<file path="config.mk">
export PLATFORM = sky130hd
export DESIGN_NAME = spi_regif_ctrl
export DESIGN_NICKNAME = d
export VERILOG_FILES = /design/src/rtl/spi_regif_pkg.sv /design/src/rtl/spi_in_sync.sv /design/src/rtl/spi_rate_gen.sv /design/src/rtl/spi_shift_engine.sv /design/src/rtl/spi_regif_ctrl.sv
export SDC_FILE = /design/constraint.sdc
export NUM_CORES = 1
export LEC_CHECK = 0
export ABC_CLOCK_PERIOD_IN_PS = 4200
export BUFFER_PORTS_ARGS = -buffer_cell sky130_fd_sc_hd__buf_2
export CAP_MARGIN = 20
export CORE_AREA = 5 5 81 83
export DETAILED_ROUTE_END_ITERATION = 8
export DIE_AREA = 0 0 86 88
export GPL_TIMING_DRIVEN = 1
export PLACE_DENSITY = 0.87
export SYNTH_ARGS = -nofsm -noshare
export SYNTH_HDL_FRONTEND = slang
export SYNTH_SLANG_ARGS = --single-unit
</file>
<file path="constraint.sdc">
create_clock -name clk -period 4.2 [get_ports clk]
set_clock_uncertainty 0.2 [all_clocks]
set_input_delay 0.42 -clock clk [delete_from_list [all_inputs] [get_ports clk]]
set_output_delay 0.42 -clock clk [all_outputs]
set_load 0.02 [all_outputs]
</file>
<file path="src/rtl/spi_regif_pkg.sv">
package spi_regif_pkg;

  localparam int REG_W  = 8;
  localparam int HALF_W = 7;

  typedef enum logic [1:0] {
    ADDR_CTRL = 2'd0,
    ADDR_STAT = 2'd1,
    ADDR_DATA = 2'd2
  } reg_addr_e;

  // Field order is the control register layout, bit 7 first.
  typedef struct packed {
    logic       irq_en;
    logic       enable;
    logic       lsb_first;
    logic       master;
    logic       cpol;
    logic       cpha;
    logic [1:0] rate;
  } ctrl_t;

  // System clocks per SCK half period for {double, rate1, rate0}.
  function automatic logic [HALF_W-1:0] half_period(input logic dbl,
                                                    input logic [1:0] rate);
    logic [HALF_W-1:0] h;
    case ({dbl, rate})
      3'b000:  h = HALF_W'(2);
      3'b001:  h = HALF_W'(8);
      3'b010:  h = HALF_W'(32);
      3'b011:  h = HALF_W'(64);
      3'b100:  h = HALF_W'(1);
      3'b101:  h = HALF_W'(4);
      3'b110:  h = HALF_W'(16);
      default: h = HALF_W'(32);
    endcase
    return h;
  endfunction

endpackage

</file>
<file path="src/rtl/spi_in_sync.sv">
module spi_in_sync #(
  parameter int           N       = 3,
  parameter int           STAGES  = 2,
  parameter logic [N-1:0] RST_VAL = '0
) (
  input  logic         clk,
  input  logic         rst_n,
  input  logic [N-1:0] d,
  output logic [N-1:0] q
);

  for (genvar i = 0; i < N; i++) begin : g_bit
    logic [STAGES-1:0] chain;
    always_ff @(posedge clk or negedge rst_n) begin
      if (!rst_n) chain <= {STAGES{RST_VAL[i]}};
      else        chain <= {chain[STAGES-2:0], d[i]};
    end
    assign q[i] = chain[STAGES-1];
  end

endmodule

</file>
<file path="src/rtl/spi_rate_gen.sv">
module spi_rate_gen #(
  parameter int CW = 7
) (
  input  logic          clk,
  input  logic          rst_n,
  input  logic          run,
  input  logic [CW-1:0] half,
  output logic          tick
);

  logic [CW-1:0] cnt;

  assign tick = run && (cnt == half - 1'b1);

  always_ff @(posedge clk or negedge rst_n) begin
    if (!rst_n)          cnt <= '0;
    else if (!run || tick) cnt <= '0;
    else                 cnt <= cnt + 1'b1;
  end

endmodule

</file>
<file path="src/rtl/spi_shift_engine.sv">
module spi_shift_engine #(
  parameter int DW = 8
) (
  input  logic          clk,
  input  logic          rst_n,
  input  logic          enable,
  input  logic          master,
  input  logic          cpol,
  input  logic          cpha,
  input  logic          lsb_first,
  input  logic          load,
  input  logic [DW-1:0] load_data,
  input  logic          tick,
  input  logic          sck_s,
  input  logic          ss_act,
  input  logic          mosi_s,
  input  logic          miso_i,
  output logic          busy,
  output logic          done,
  output logic [DW-1:0] rx_data,
  output logic          sck_o,
  output logic          dout
);

  localparam int ECW = $clog2(2 * DW);
  localparam int SCW = $clog2(DW);

  logic [ECW-1:0] edge_cnt;
  logic [SCW-1:0] samp_cnt;
  logic           busy_m, sck_r, sck_q, dout_r;
  logic [DW-1:0]  sr, rx_q, sr_shift;
  logic           ev, lead, samp_ev, drv_ev, in_bit, head, done_m, done_s;

  always_comb begin
    ev       = master ? (busy_m && tick) : (ss_act && (sck_s != sck_q));
    lead     = master ? ~edge_cnt[0] : (sck_s != cpol);
    samp_ev  = ev && (lead ^ cpha);
    drv_ev   = ev && !(lead ^ cpha);
    in_bit   = master ? miso_i : mosi_s;
    head     = lsb_first ? sr[0] : sr[DW-1];
    sr_shift = lsb_first ? {in_bit, sr[DW-1:1]} : {sr[DW-2:0], in_bit};
    done_m   = master && busy_m && tick && (edge_cnt == ECW'(2 * DW - 1));
    done_s   = !master && samp_ev && (samp_cnt == SCW'(DW - 1));
    done     = done_m || done_s;
    busy     = master ? busy_m : (ss_act && (samp_cnt != '0));
  end

  always_ff @(posedge clk or negedge rst_n) begin
    if (!rst_n) begin
      sck_q    <= 1'b0;
      busy_m   <= 1'b0;
      edge_cnt <= '0;
      sck_r    <= 1'b0;
      samp_cnt <= '0;
      sr       <= '0;
      dout_r   <= 1'b0;
      rx_q     <= '0;
    end else begin
      sck_q <= sck_s;

      if (!enable || !master) busy_m <= 1'b0;
      else if (load)          busy_m <= 1'b1;
      else if (done_m)        busy_m <= 1'b0;

      if (!busy_m)   edge_cnt <= '0;
      else if (tick) edge_cnt <= edge_cnt + 1'b1;

      if (!busy_m)   sck_r <= cpol;
      else if (tick) sck_r <= ~sck_r;

      if (master || !ss_act) samp_cnt <= '0;
      else if (samp_ev)      samp_cnt <= (samp_cnt == SCW'(DW - 1)) ? '0 : samp_cnt + 1'b1;

      if (load)         sr <= load_data;
      else if (samp_ev) sr <= sr_shift;

      if (load && !cpha) dout_r <= lsb_first ? load_data[0] : load_data[DW-1];
      else if (drv_ev)   dout_r <= head;

      if (done) rx_q <= samp_ev ? sr_shift : sr;
    end
  end

  assign sck_o   = sck_r;
  assign dout    = dout_r;
  assign rx_data = rx_q;

  // a disabled block drops out of a master transfer.
  a_r12_off_idle: assert property (@(posedge clk) disable iff (!rst_n)
    !enable |=> !busy_m);

  // without a transfer, SCK returns to the polarity level.
  a_r4_idle_level: assert property (@(posedge clk) disable iff (!rst_n)
    !busy_m |=> (sck_r == $past(cpol)));

  // a deselected slave holds no partial bit count.
  a_r10_deselect_reset: assert property (@(posedge clk) disable iff (!rst_n)
    (!master && !ss_act) |=> (samp_cnt == '0));

endmodule

</file>
<file path="src/rtl/spi_regif_ctrl.sv">
module spi_regif_ctrl
  import spi_regif_pkg::*;
(
  input  logic             clk,
  input  logic             rst_n,
  input  logic [1:0]       reg_addr,
  input  logic             reg_wr,
  input  logic             reg_rd,
  input  logic [REG_W-1:0] reg_wdata,
  output logic [REG_W-1:0] reg_rdata,
  output logic             irq,
  input  logic             sck_i,
  input  logic             ss_n_i,
  input  logic             mosi_i,
  input  logic             miso_i,
  output logic             sck_o,
  output logic             sck_oe,
  output logic             mosi_o,
  output logic             mosi_oe,
  output logic             miso_o,
  output logic             miso_oe
);

  ctrl_t            ctrl_q;
  logic             dbl_q, spif_q, wcol_q, armed_q;
  logic             eng_busy, eng_done, tick, dout, ss_act;
  logic             sck_s, ss_s, mosi_s;
  logic [REG_W-1:0] rx_data;
  logic             data_acc, data_wr, stat_rd, start, collide, clr;

  spi_in_sync #(.N(3), .STAGES(2), .RST_VAL(3'b010)) u_sync (
    .clk   (clk),
    .rst_n (rst_n),
    .d     ({sck_i, ss_n_i, mosi_i}),
    .q     ({sck_s, ss_s, mosi_s})
  );

  spi_rate_gen #(.CW(HALF_W)) u_rate (
    .clk   (clk),
    .rst_n (rst_n),
    .run   (eng_busy && ctrl_q.master),
    .half  (half_period(dbl_q, ctrl_q.rate)),
    .tick  (tick)
  );

  assign ss_act = ctrl_q.enable && !ctrl_q.master && !ss_s;

  always_comb begin
    data_acc = (reg_wr || reg_rd) && (reg_addr == ADDR_DATA);
    data_wr  = reg_wr && (reg_addr == ADDR_DATA);
    stat_rd  = reg_rd && (reg_addr == ADDR_STAT);
    start    = data_wr && ctrl_q.enable && !eng_busy;
    collide  = data_wr && ctrl_q.enable && eng_busy;
    clr      = data_acc && armed_q;
  end

  spi_shift_engine #(.DW(REG_W)) u_eng (
    .clk       (clk),
    .rst_n     (rst_n),
    .enable    (ctrl_q.enable),
    .master    (ctrl_q.master),
    .cpol      (ctrl_q.cpol),
    .cpha      (ctrl_q.cpha),
    .lsb_first (ctrl_q.lsb_first),
    .load      (start),
    .load_data (reg_wdata),
    .tick      (tick),
    .sck_s     (sck_s),
    .ss_act    (ss_act),
    .mosi_s    (mosi_s),
    .miso_i    (miso_i),
    .busy      (eng_busy),
    .done      (eng_done),
    .rx_data   (rx_data),
    .sck_o     (sck_o),
    .dout      (dout)
  );

  always_ff @(posedge clk or negedge rst_n) begin
    if (!rst_n) begin
      ctrl_q  <= '0;
      dbl_q   <= 1'b0;
      spif_q  <= 1'b0;
      wcol_q  <= 1'b0;
      armed_q <= 1'b0;
    end else begin
      if (reg_wr && reg_addr == ADDR_CTRL) ctrl_q <= ctrl_t'(reg_wdata);
      if (reg_wr && reg_addr == ADDR_STAT) dbl_q  <= reg_wdata[0];

      if (eng_done) spif_q <= 1'b1;
      else if (clr) spif_q <= 1'b0;

      if (collide)  wcol_q <= 1'b1;
      else if (clr) wcol_q <= 1'b0;

      if (clr)                              armed_q <= 1'b0;
      else if (stat_rd && (spif_q || wcol_q)) armed_q <= 1'b1;
    end
  end

  always_comb begin
    case (reg_addr)
      ADDR_CTRL: reg_rdata = ctrl_q;
      ADDR_STAT: reg_rdata = {spif_q, wcol_q, 5'b0, dbl_q};
      ADDR_DATA: reg_rdata = rx_data;
      default:   reg_rdata = '0;
    endcase
  end

  assign irq     = ctrl_q.irq_en && spif_q;
  assign sck_oe  = ctrl_q.enable && ctrl_q.master;
  assign mosi_oe = ctrl_q.enable && ctrl_q.master;
  assign mosi_o  = dout;
  assign miso_o  = dout;
  assign miso_oe = ss_act;

  // a data write that hits a running transfer raises the collision flag.
  a_r7_collision_sets: assert property (@(posedge clk) disable iff (!rst_n)
    (data_wr && ctrl_q.enable && eng_busy) |=> wcol_q);

  // the engine's completion always reaches the status flag.
  a_r6_done_flag: assert property (@(posedge clk) disable iff (!rst_n)
    eng_done |=> spif_q);

  // an armed data access clears completion unless a new one lands.
  a_r8_armed_clear: assert property (@(posedge clk) disable iff (!rst_n)
    (data_acc && armed_q && !eng_done) |=> !spif_q);

endmodule

</file>
### After elaboration in Yosys (flattened, before gate mapping)

Index checks and enable logic that the tools add are counted.

| storage, ports and cells | value |
|---|---|
| logic and storage cells | 122 |
| input port bits | 18 |
| output and inout port bits | 15 |
| flip-flop bits (word level) | 52 |

| operators by class | value |
|---|---|
| add/sub/neg operators | 4 |
| equality and inequality tests | 13 |
| muxes and demuxes | 29 |
| bitwise operators | 3 |
| reductions and logical operators | 50 |

Operators with widths:

| cell | count |
|---|---|
| $pmux 7 s6 | 1 |
| $logic_and 1x1->1 | 27 |
| $mux 8 | 3 |
| $pmux 8 s3 | 1 |
| $mux 1 | 18 |
| $eq 3x3->1 const B | 4 |
| $reduce_bool 2->1 | 5 |
| $mux 3 | 3 |
| $logic_not 1->1 | 8 |
| $mux 4 | 2 |
| $add 7x1->7 const B | 1 |
| $eq 7x7->1 | 1 |
| $mux 7 | 1 |
| $sub 7x1->7 const B | 1 |
| $logic_or 1x1->1 | 6 |
| $reduce_bool 3->1 | 2 |
| $add 4x1->4 const B | 1 |
| $eq 4x4->1 const B | 1 |
| $add 3x1->3 const B | 1 |
| $eq 3x1->1 const B | 1 |
| $eq 3x2->1 const B | 1 |
| $logic_not 3->1 | 1 |
| $eq 2x1->1 const B | 1 |
| $eq 2x2->1 const B | 1 |
| 5 further kinds | 7 |

### Logic depth before layout (Yosys ltp)

Gate-level depths: netlist of run 1.

| depth | value |
|---|---|
| depth in word-level cells | 14 |
| mapped depth | 13 |
| mapped depth without buffers | 9 |

### Cells and area by module

Synthesis of run 1 repeated with hierarchy kept, for this count alone.

| unflattened totals | value |
|---|---|
| cells, all modules | 269 |
| area, all modules | 2,924.1 um^2 |

By module, submodules not included:

| module | sequential area each (um^2) | cells an instance | area an instance (um^2) | times used |
|---|---|---|---|---|
| spi_shift_engine | 675.6 | 137 | 1,477.7 | 1 |
| spi_regif_ctrl | 300.3 | 70 | 745.7 | 1 |
| spi_rate_gen | 175.2 | 53 | 525.5 | 1 |
| spi_in_sync | 152.6 | 9 | 175.2 | 1 |

### Least setup slack after synthesis of run 1

No wires, ideal clock.

| path | value |
|---|---|
| path kind | reg-to-reg |
| from | reg ctrl_q[0] (netlist bit) |
| to | reg u_eng.rx_q[0] (netlist: u_eng.rx_data[0]) |
| setup time | 0.079 ns |
| path buffers | 3 |
| arrival | 2.837 ns |
| period minus slack after synthesis | 3.116 ns |
| path slack | 1.084 ns |
| stages on the path, launching flop included | 12 |
| data required time | 3.921 ns |
| path through | dfrtp_1 > buf_2 > or3_1 > ha_1 > buf_6 > xor2_1 > mux2i_1 > o2111ai_2 > a211o_4 > o21ai_1 > buf_4 > mux2i_1 |

| on the way | value |
|---|---|
| word-level cells in the longest chain between the ends | 11 |
| elaborated cells on any way between the ends | 19 |
| those cells by class | 1 x add/sub; 6 x eq/ne; 3 x mux; 9 x reduce/logical |

RTL lines:

| item | line | source |
|---|---|---|
| start, declared | spi_regif_ctrl.sv:24 | `ctrl_t ctrl_q;` |
| start signal, assigned | spi_regif_ctrl.sv:87 | `if (reg_wr && reg_addr == ADDR_CTRL) ctrl_q <= ctrl_t'(reg_wdata);` |
| $eq 3x3->1, or another cell as far along | spi_regif_pkg.sv:27 | `case ({dbl, rate})` |
| $pmux 7 s6 * | spi_regif_pkg.sv:27 |  |
| $sub 7x1->7 * | spi_rate_gen.sv:13 | `assign tick = run && (cnt == half - 1'b1);` |
| $eq 7x7->1 * | spi_rate_gen.sv:13 |  |
| $logic_and 1x1->1 * | spi_rate_gen.sv:13 |  |
| $logic_and 1x1->1 | spi_shift_engine.sv:35 | `ev = master ? (busy_m && tick) : (ss_act && (sck_s != sck_q));` |
| $mux 1 | spi_shift_engine.sv:35 |  |
| $logic_and 1x1->1 | spi_shift_engine.sv:37 | `samp_ev = ev && (lead ^ cpha);` |
| $logic_and 1x1->1 (2 in series) | spi_shift_engine.sv:43 | `done_s = !master && samp_ev && (samp_cnt == SCW'(DW - 1));` |
| $logic_or 1x1->1 | spi_shift_engine.sv:44 | `done = done_m \|\| done_s;` |
| end signal, assigned | spi_shift_engine.sv:80 | `if (done) rx_q <= samp_ev ? sr_shift : sr;` |
| end, declared | spi_shift_engine.sv:31 | `logic [DW-1:0] sr, rx_q, sr_shift;` |

Mark *: on every way between the ends. The rest lies on a longest branch, timed or not.
A chain may end at the register's enable or synchronous reset.

### Final worst setup path of run 1

| path | value |
|---|---|
| from | reg ctrl_q[1] (netlist bit) |
| to | reg u_eng.rx_q[4] (netlist: u_eng.rx_data[4]) |

Same word-level chain as after synthesis.

==> flow_summary.toml, run 1 <==
[status]
outcome = "finished clean"

[layout]
antenna_cells = 0
final_layout_size_suffix_gt1_frac = 0.175
syn_to_final_growth_pct = 9.42
fin_nets = 395
fin_area_um2 = 3500
n_fill_cell = 492

[setup_path]
crit_required_ns = 4.23
worstPathCellList = "or3_1, ha_1, xor2_1, mux2i_1, o2111ai_2, a211o_4, o21ai_1, buf_4, mux2i_1"
crit_family = "compound AO/OA/AOI/OAI gates"
slowest_stage = "dfrtp_1"
crit_end = "u_eng.rx_data[4]"
critPathKind = "reg -> reg"
timing.rr.end = "u_eng.rx_data[4]"
cp.depth = 9
reg2reg_slack_ns = 0.64
critPathLaunchType = "flop"
rr_worst_depth = 9
cpPeakStageDelay_ns = 0.54
crit_buf_inv = 1
crit_path_end_kind = "flop"
crit_start = "ctrl_q[1]"
worst-path-max-fanout = 14
worstReg2RegStart = "ctrl_q[1]"
crit_top_cell = "mux2i_1"
cp_data_arrival_time_ns = 3.59

[yosys]
synth_nets = 372
yosysMostFrequentCell = "dfrtp_1"
seq_area_frac_synth = 0.407
ys_top_cells_by_area = "dfrtp_1, mux2i_1, nor2_1"
synth.cell_area_um2 = 3200
synth-async-reset-ratio = 1.00
postSynthAreaPerCell_um2 = 9.20
yosys.cell_types.count = 47
synth_common_cells = "dfrtp_1, nor2_1, nand2_1"
synth_ff_type = "dfrtp_1"
yosysTopAreaCellShare = 0.391
ys_warn_count = 0
ys_seq_elements = 52
yosysTopAreaCell = "dfrtp_1"
syn_inst = 348
synth-edff-count = 0

[clock_network]
ctsResizeCount = 0
cts-root-buf = "clkbuf_8"
worstSkewPairLatency_ns = 0.31
cts_buffers = 5
cts_tree = "done"
cts_htree_levels = 2
cts_buffer_depth = 2
clkTransAtPathRegs_ns = 0.11
cts_sinks = 52

[sta]
hold_viol = 0
fin_crit_sh = 0.847
fin_setup_tns_ns = 0
slew_headroom = 0.451
fmax_mhz = 281
setup_viol = 0
worstMarginPinSlew_ns = 0.822
final_max_slew_viol_count = 0
min_period_ns = 3.56
grt_setup_unrepaired = "no"

[floorplanning]
die_h_um = 88
ios = 33
start_util = 0.554
floorplan.die_area_um2 = 7570
core_um2 = 5780
rows = 28
die_w_um = 86

[power]
p_leak_nw = 1.54
powerDensity_nw_per_um2 = 366
vdd_drop_max_mv = 0.257

[grt]
antenna_found_initial = 0
grt_usage = 0.212
grt_pass1_vias = 2595
grt_max_degree = 53
grt_pass1_wl_um = 12700
grt-ovfl-total = 0

[worst_hold_path]
hp-class = "in -> async"

[placed_design]
routabilityCongestion = 0.902
dpl_cell_area_um2 = 3380
dp_hpwl_um = 5430
portBuffers = 32

[route]
drt_wl_total_um = 7700
vias_per_cell = 6.11
dr.pass1.iters = 5
wire_per_inst_um = 17.2
vias = 2729
drt_iter0_drc = 234
ant_nets = 0
drc = 0

[flow_run]
cap_viol_max_count = 0
==> per-layer routing <==
metal | global-route usage | vias to the layer above | wire [um]
met5 | 0 | - | 0
met1 | 0.284 | 1318 | 3400
met2 | 0.338 | 112 | 3660
met3 | 0.0433 | 16 | 453
li1 | - | 1283 | -
met4 | 0.0806 | 0 | 192
==> area by class of cell <==
class	instances	area (um^2)	share of cell area
well taps	75	93.8	0.0268
multi-input cells	251	1680	0.481
inverters	20	75.1	0.0214
repair buffers	41	230	0.0657
clock buffers	5	68.8	0.0196
flip-flops and latches	52	1300	0.372
clock inverters	3	46.3	0.0132
==> flip-flops by register name (all words and copies together), names as in the netlist <==
signal and cells:
armed_q 1, u_eng.sck_q 1, u_sync.g_bit.chain 6, u_eng.rx_data 8
u_eng.sr 8, spif_q 1, u_rate.cnt 7, u_eng.dout 1
u_eng.edge_cnt 4, u_eng.samp_cnt 3, u_eng.sck_o 1, dbl_q 1
u_eng.busy_m 1, wcol_q 1, ctrl_q 8
==> worst min path at each step <==
stage                        startpoint  cells after the start                        to
3_5_place_dp   u_sync.g_bit[2].chain[0]                      0  u_sync.g_bit[2].chain[1]
4_1_cts                           sck_i                      1  u_sync.g_bit[2].chain[0]
2_1_floorplan                     rst_n                      0                   armed_q
3_3_place_gp   u_sync.g_bit[2].chain[0]                      0  u_sync.g_bit[2].chain[1]
5_1_grt                           sck_i                      1  u_sync.g_bit[2].chain[0]
6_report                          rst_n                      2             u_rate.cnt[3]
==> kinds of logic after synthesis <==
group,count (synthesis),share of synthesized area
AOI/OAI and AO/OA,94,0.206
buffers and inverters,45,0.0665
muxes,32,0.103
xor gates and xnor gates,13,0.0356
adders and majority gates,6,0.0235
and+or+nand+nor,106,0.158
DFF,52,0.407
==> timing repair <==
action	in CTS	in global routing
buffers inserted	0	0
hold endpoints to repair	1	0
hold buffers	1	0
==> layout by cell type, fill, tap and decap left out, types with 5 or more instances in the layout <==
cell type  Yosys  final
dfrtp_1       50     50
nor2_1        36     36
nand2_1       33     33
buf_2          5     32
o21ai_0       25     25
mux2i_1       24     24
inv_1         20     20
a21oi_1       16     16
o211ai_1      11     11
a211oi_1       9      9
xnor2_1        8      8
nand3_1        8      8
o221ai_1       8      8
a2111oi_0      8      8
mux2_2         8      8
buf_4          4      8
nand2b_1       7      7
ha_1           6      6
xor2_1         5      5
clkbuf_8       0      5
==> metrics by stage <==
step / total power [W] / util / cells / hold WS (ns) / setup slack [ns]
6_report: 0.00128 / 0.606 / 447 / 0.00608 / 0.644
5_1_grt: 0.00135 / 0.606 / 447 / 0.00658 / 0.483
4_1_cts: 0.00129 / 0.606 / 447 / 0.0000164 / 0.686
3_5_place_dp: 0.000924 / 0.584 / 438 / 0.141 / 0.792
3_3_place_gp: 0.000915 / 0.584 / 438 / 0.133 / 0.911
2_1_floorplan: 0.000843 / - / 348 / -0.0756 / 1.08
==> power breakdown <==
part / leakage [nW] / switching, W / total [W] / internal, W
Combinational: 0.846 / 0.000197 / 0.000322 / 0.000125
Clock: 0.0600 / 0.000182 / 0.000363 / 0.000181
Sequential: 0.635 / 0.0000636 / 0.000598 / 0.000534
Total: 1.54 / 0.000443 / 0.00128 / 0.000840
No activity file was read; power rests on OpenSTA's default activity.
==> run 2, diff against run 1 <==
--- a/config.mk
+++ b/config.mk
@@ -5,14 +5,15 @@
 export SDC_FILE = /design/constraint.sdc
 export NUM_CORES = 1
 export LEC_CHECK = 0
-export ABC_CLOCK_PERIOD_IN_PS = 4200
+export ABC_AREA = 1
+export ABC_CLOCK_PERIOD_IN_PS = 3200
 export BUFFER_PORTS_ARGS = -buffer_cell sky130_fd_sc_hd__buf_2
 export CAP_MARGIN = 20
-export CORE_AREA = 5 5 81 83
+export CORE_AREA = 5 5 80 82
 export DETAILED_ROUTE_END_ITERATION = 8
-export DIE_AREA = 0 0 86 88
+export DIE_AREA = 0 0 85 87
 export GPL_TIMING_DRIVEN = 1
-export PLACE_DENSITY = 0.87
+export PLACE_DENSITY = 0.85
 export SYNTH_ARGS = -nofsm -noshare
 export SYNTH_HDL_FRONTEND = slang
 export SYNTH_SLANG_ARGS = --single-unit
==> constraint.sdc (replaced) <==
create_clock -name clk -period 3.2 [get_ports clk]
set_clock_uncertainty 0.2 [all_clocks]
set_input_delay 0.32 -clock clk [delete_from_list [all_inputs] [get_ports clk]]
set_output_delay 0.32 -clock clk [all_outputs]
set_load 0.02 [all_outputs]
==> flow_summary.toml, run 2 <==
[status]
outcome = "finished clean"

[sta]
fmax_mhz = 359
fin_crit_sh = 0.872
hold_viol = 0
worstMarginPinSlew_ns = 0.668
fin_setup_tns_ns = 0
setup_viol = 0
slew_headroom = 0.554
grt_setup_unrepaired = "no"
final_max_slew_viol_count = 0
min_period_ns = 2.79

[yosys]
yosysTopAreaCell = "dfrtp_1"
synth.cell_area_um2 = 2890
synth-async-reset-ratio = 1.00
yosysTopAreaCellShare = 0.433
synth_nets = 390
yosys.cell_types.count = 40
ys_seq_elements = 52
ys_top_cells_by_area = "dfrtp_1, nand2_1, nand3_1"
syn_inst = 366
yosysMostFrequentCell = "nand2_1"
seq_area_frac_synth = 0.451
ys_warn_count = 0
synth-edff-count = 0
synth_ff_type = "dfrtp_1"
postSynthAreaPerCell_um2 = 7.89
synth_common_cells = "nand2_1, dfrtp_1, inv_1"

[route]
dr.pass1.iters = 4
drc = 0
vias = 2457
drt_iter0_drc = 156
ant_nets = 0
vias_per_cell = 5.16
drt_wl_total_um = 6460
wire_per_inst_um = 13.6

[power]
vdd_drop_max_mv = 0.262
power_w = 0.00180
p_leak_nw = 1.71
powerDensity_nw_per_um2 = 556

[grt]
grt_max_degree = 31
grt-ovfl-total = 0
grt_pass1_vias = 2413
antenna_found_initial = 0
grt_pass1_wl_um = 11100
grt_usage = 0.188

[placed_design]
dp_hpwl_um = 4870
portBuffers = 32
routabilityCongestion = 0.902

[clock_network]
clkTransAtPathRegs_ns = 0.10
cts_buffer_depth = 2
worstSkewPairLatency_ns = 0.31
cts_htree_levels = 2
cts_tree = "done"
cts-root-buf = "clkbuf_8"
cts_buffers = 5
cts_sinks = 52

[layout]
layout_common_cells = "nand2_1, dfrtp_1, inv_1"
antenna_cells = 0
final_common_cell = "nand2_1"
fin_nets = 424
syn_to_final_growth_pct = 12.0
final_layout_size_suffix_gt1_frac = 0.175

[setup_path]
worstReg2RegStart = "dbl_q"
crit_path_end_kind = "flop"
critPathLaunchType = "flop"
worst-path-max-fanout = 11
crit_required_ns = 3.25
cp_data_arrival_time_ns = 2.84
critPathKind = "reg -> reg"
crit_start = "dbl_q"

[floorplanning]
start_util = 0.509
die_h_um = 87
core_um2 = 5680
rows = 28
die_w_um = 85
ios = 33
floorplan.die_area_um2 = 7400

[worst_hold_path]
hold_start = "reg_wdata[2]"
hp-class = "in -> reg"

[flow_run]
cap_viol_max_count = 0
[run 2: final cells by class]
type,count,area [um^2]
clock buffers,6,82.6
clock inverters,2,38.8
fillers,531,2440
inverters,35,131
multi-input cells,267,1360
flip-flops and latches,52,1300
well taps,75,93.8
repair buffers,39,223
[run 2: timing repair]
| action | in CTS | in global routing |
|---|---|---|
| hold endpoints to repair | 30 | 0 |
| setup buffers | 0 | 0 |
| gates resized for setup | 0 | 0 |
| hold buffers | 4 | 0 |
[run 2: worst paths after layout]
kind                       cells past startpoint  slack, ns                       end
min reg2reg                                    0       0.16  u_sync.g_bit[0].chain[1]
min in group asynchronous                      2       0.38         u_eng.samp_cnt[1]
max reg2reg                                   13       0.41          u_eng.rx_data[7]
max                                           13       0.41          u_eng.rx_data[7]
max in group asynchronous                      3       1.66                u_eng.dout
min                                            3       0.03               u_eng.sr[2]
[run 2: report_power, final]
group / internal [W] / leakage [nW] / switching, W
sequential: 0.000745 / 0.656 / 0.0000916
clock: 0.000256 / 0.0614 / 0.000222
combinational: 0.000168 / 0.991 / 0.000315
total: 0.00117 / 1.71 / 0.000628
[run 2: worst max-delay path, stage by stage, from the launching register on]
cell and delay (ns):
dfrtp_1 0.54, inv_1 0.12, nand2_1 0.10, ha_1 0.23, nand2_1 0.12, nand3_1 0.12
nand2_1 0.06, nand2_1 0.06, nand2_1 0.06, nor2_2 0.20, nand4_1 0.46, nand2_2 0.32
nand2_1 0.09, nand2_1 0.06
[run 2: stage by stage]
| stage | utilization | setup slack, ns | hold WS [ns] | area [um^2] | instances |
|---|---|---|---|---|---|
| 2_1_floorplan | - | 0.786 | -0.176 | 2890 | 366 |
| 3_3_place_gp | 0.541 | 0.588 | 0.134 | 3070 | 464 |
| 3_5_place_dp | 0.541 | 0.460 | 0.137 | 3070 | 464 |
| 4_1_cts | 0.570 | 0.404 | 0.0243 | 3230 | 476 |
| 5_1_grt | 0.570 | 0.167 | 0.0419 | 3230 | 476 |
| 6_report | 0.570 | 0.411 | 0.0260 | 3230 | 476 |
[run 2: logic make-up after synthesis]
kind of cell | count (synthesis) | share of synthesized area
flip-flops | 52 | 0.451
AND/OR/NAND/NOR | 215 | 0.338
AO/OA/AOI/OAI | 34 | 0.0698
adder cells (fa/ha/maj) | 6 | 0.0260
XOR/XNOR | 10 | 0.0303
buffers and inverters | 47 | 0.0776
multiplexers | 2 | 0.00737
[run 2: metal layers]
layer  global-route usage  part of all wire
met2                0.334              0.52
met5                    0                 0
met3               0.0360             0.048
met4               0.0460             0.011
met1                0.235              0.42
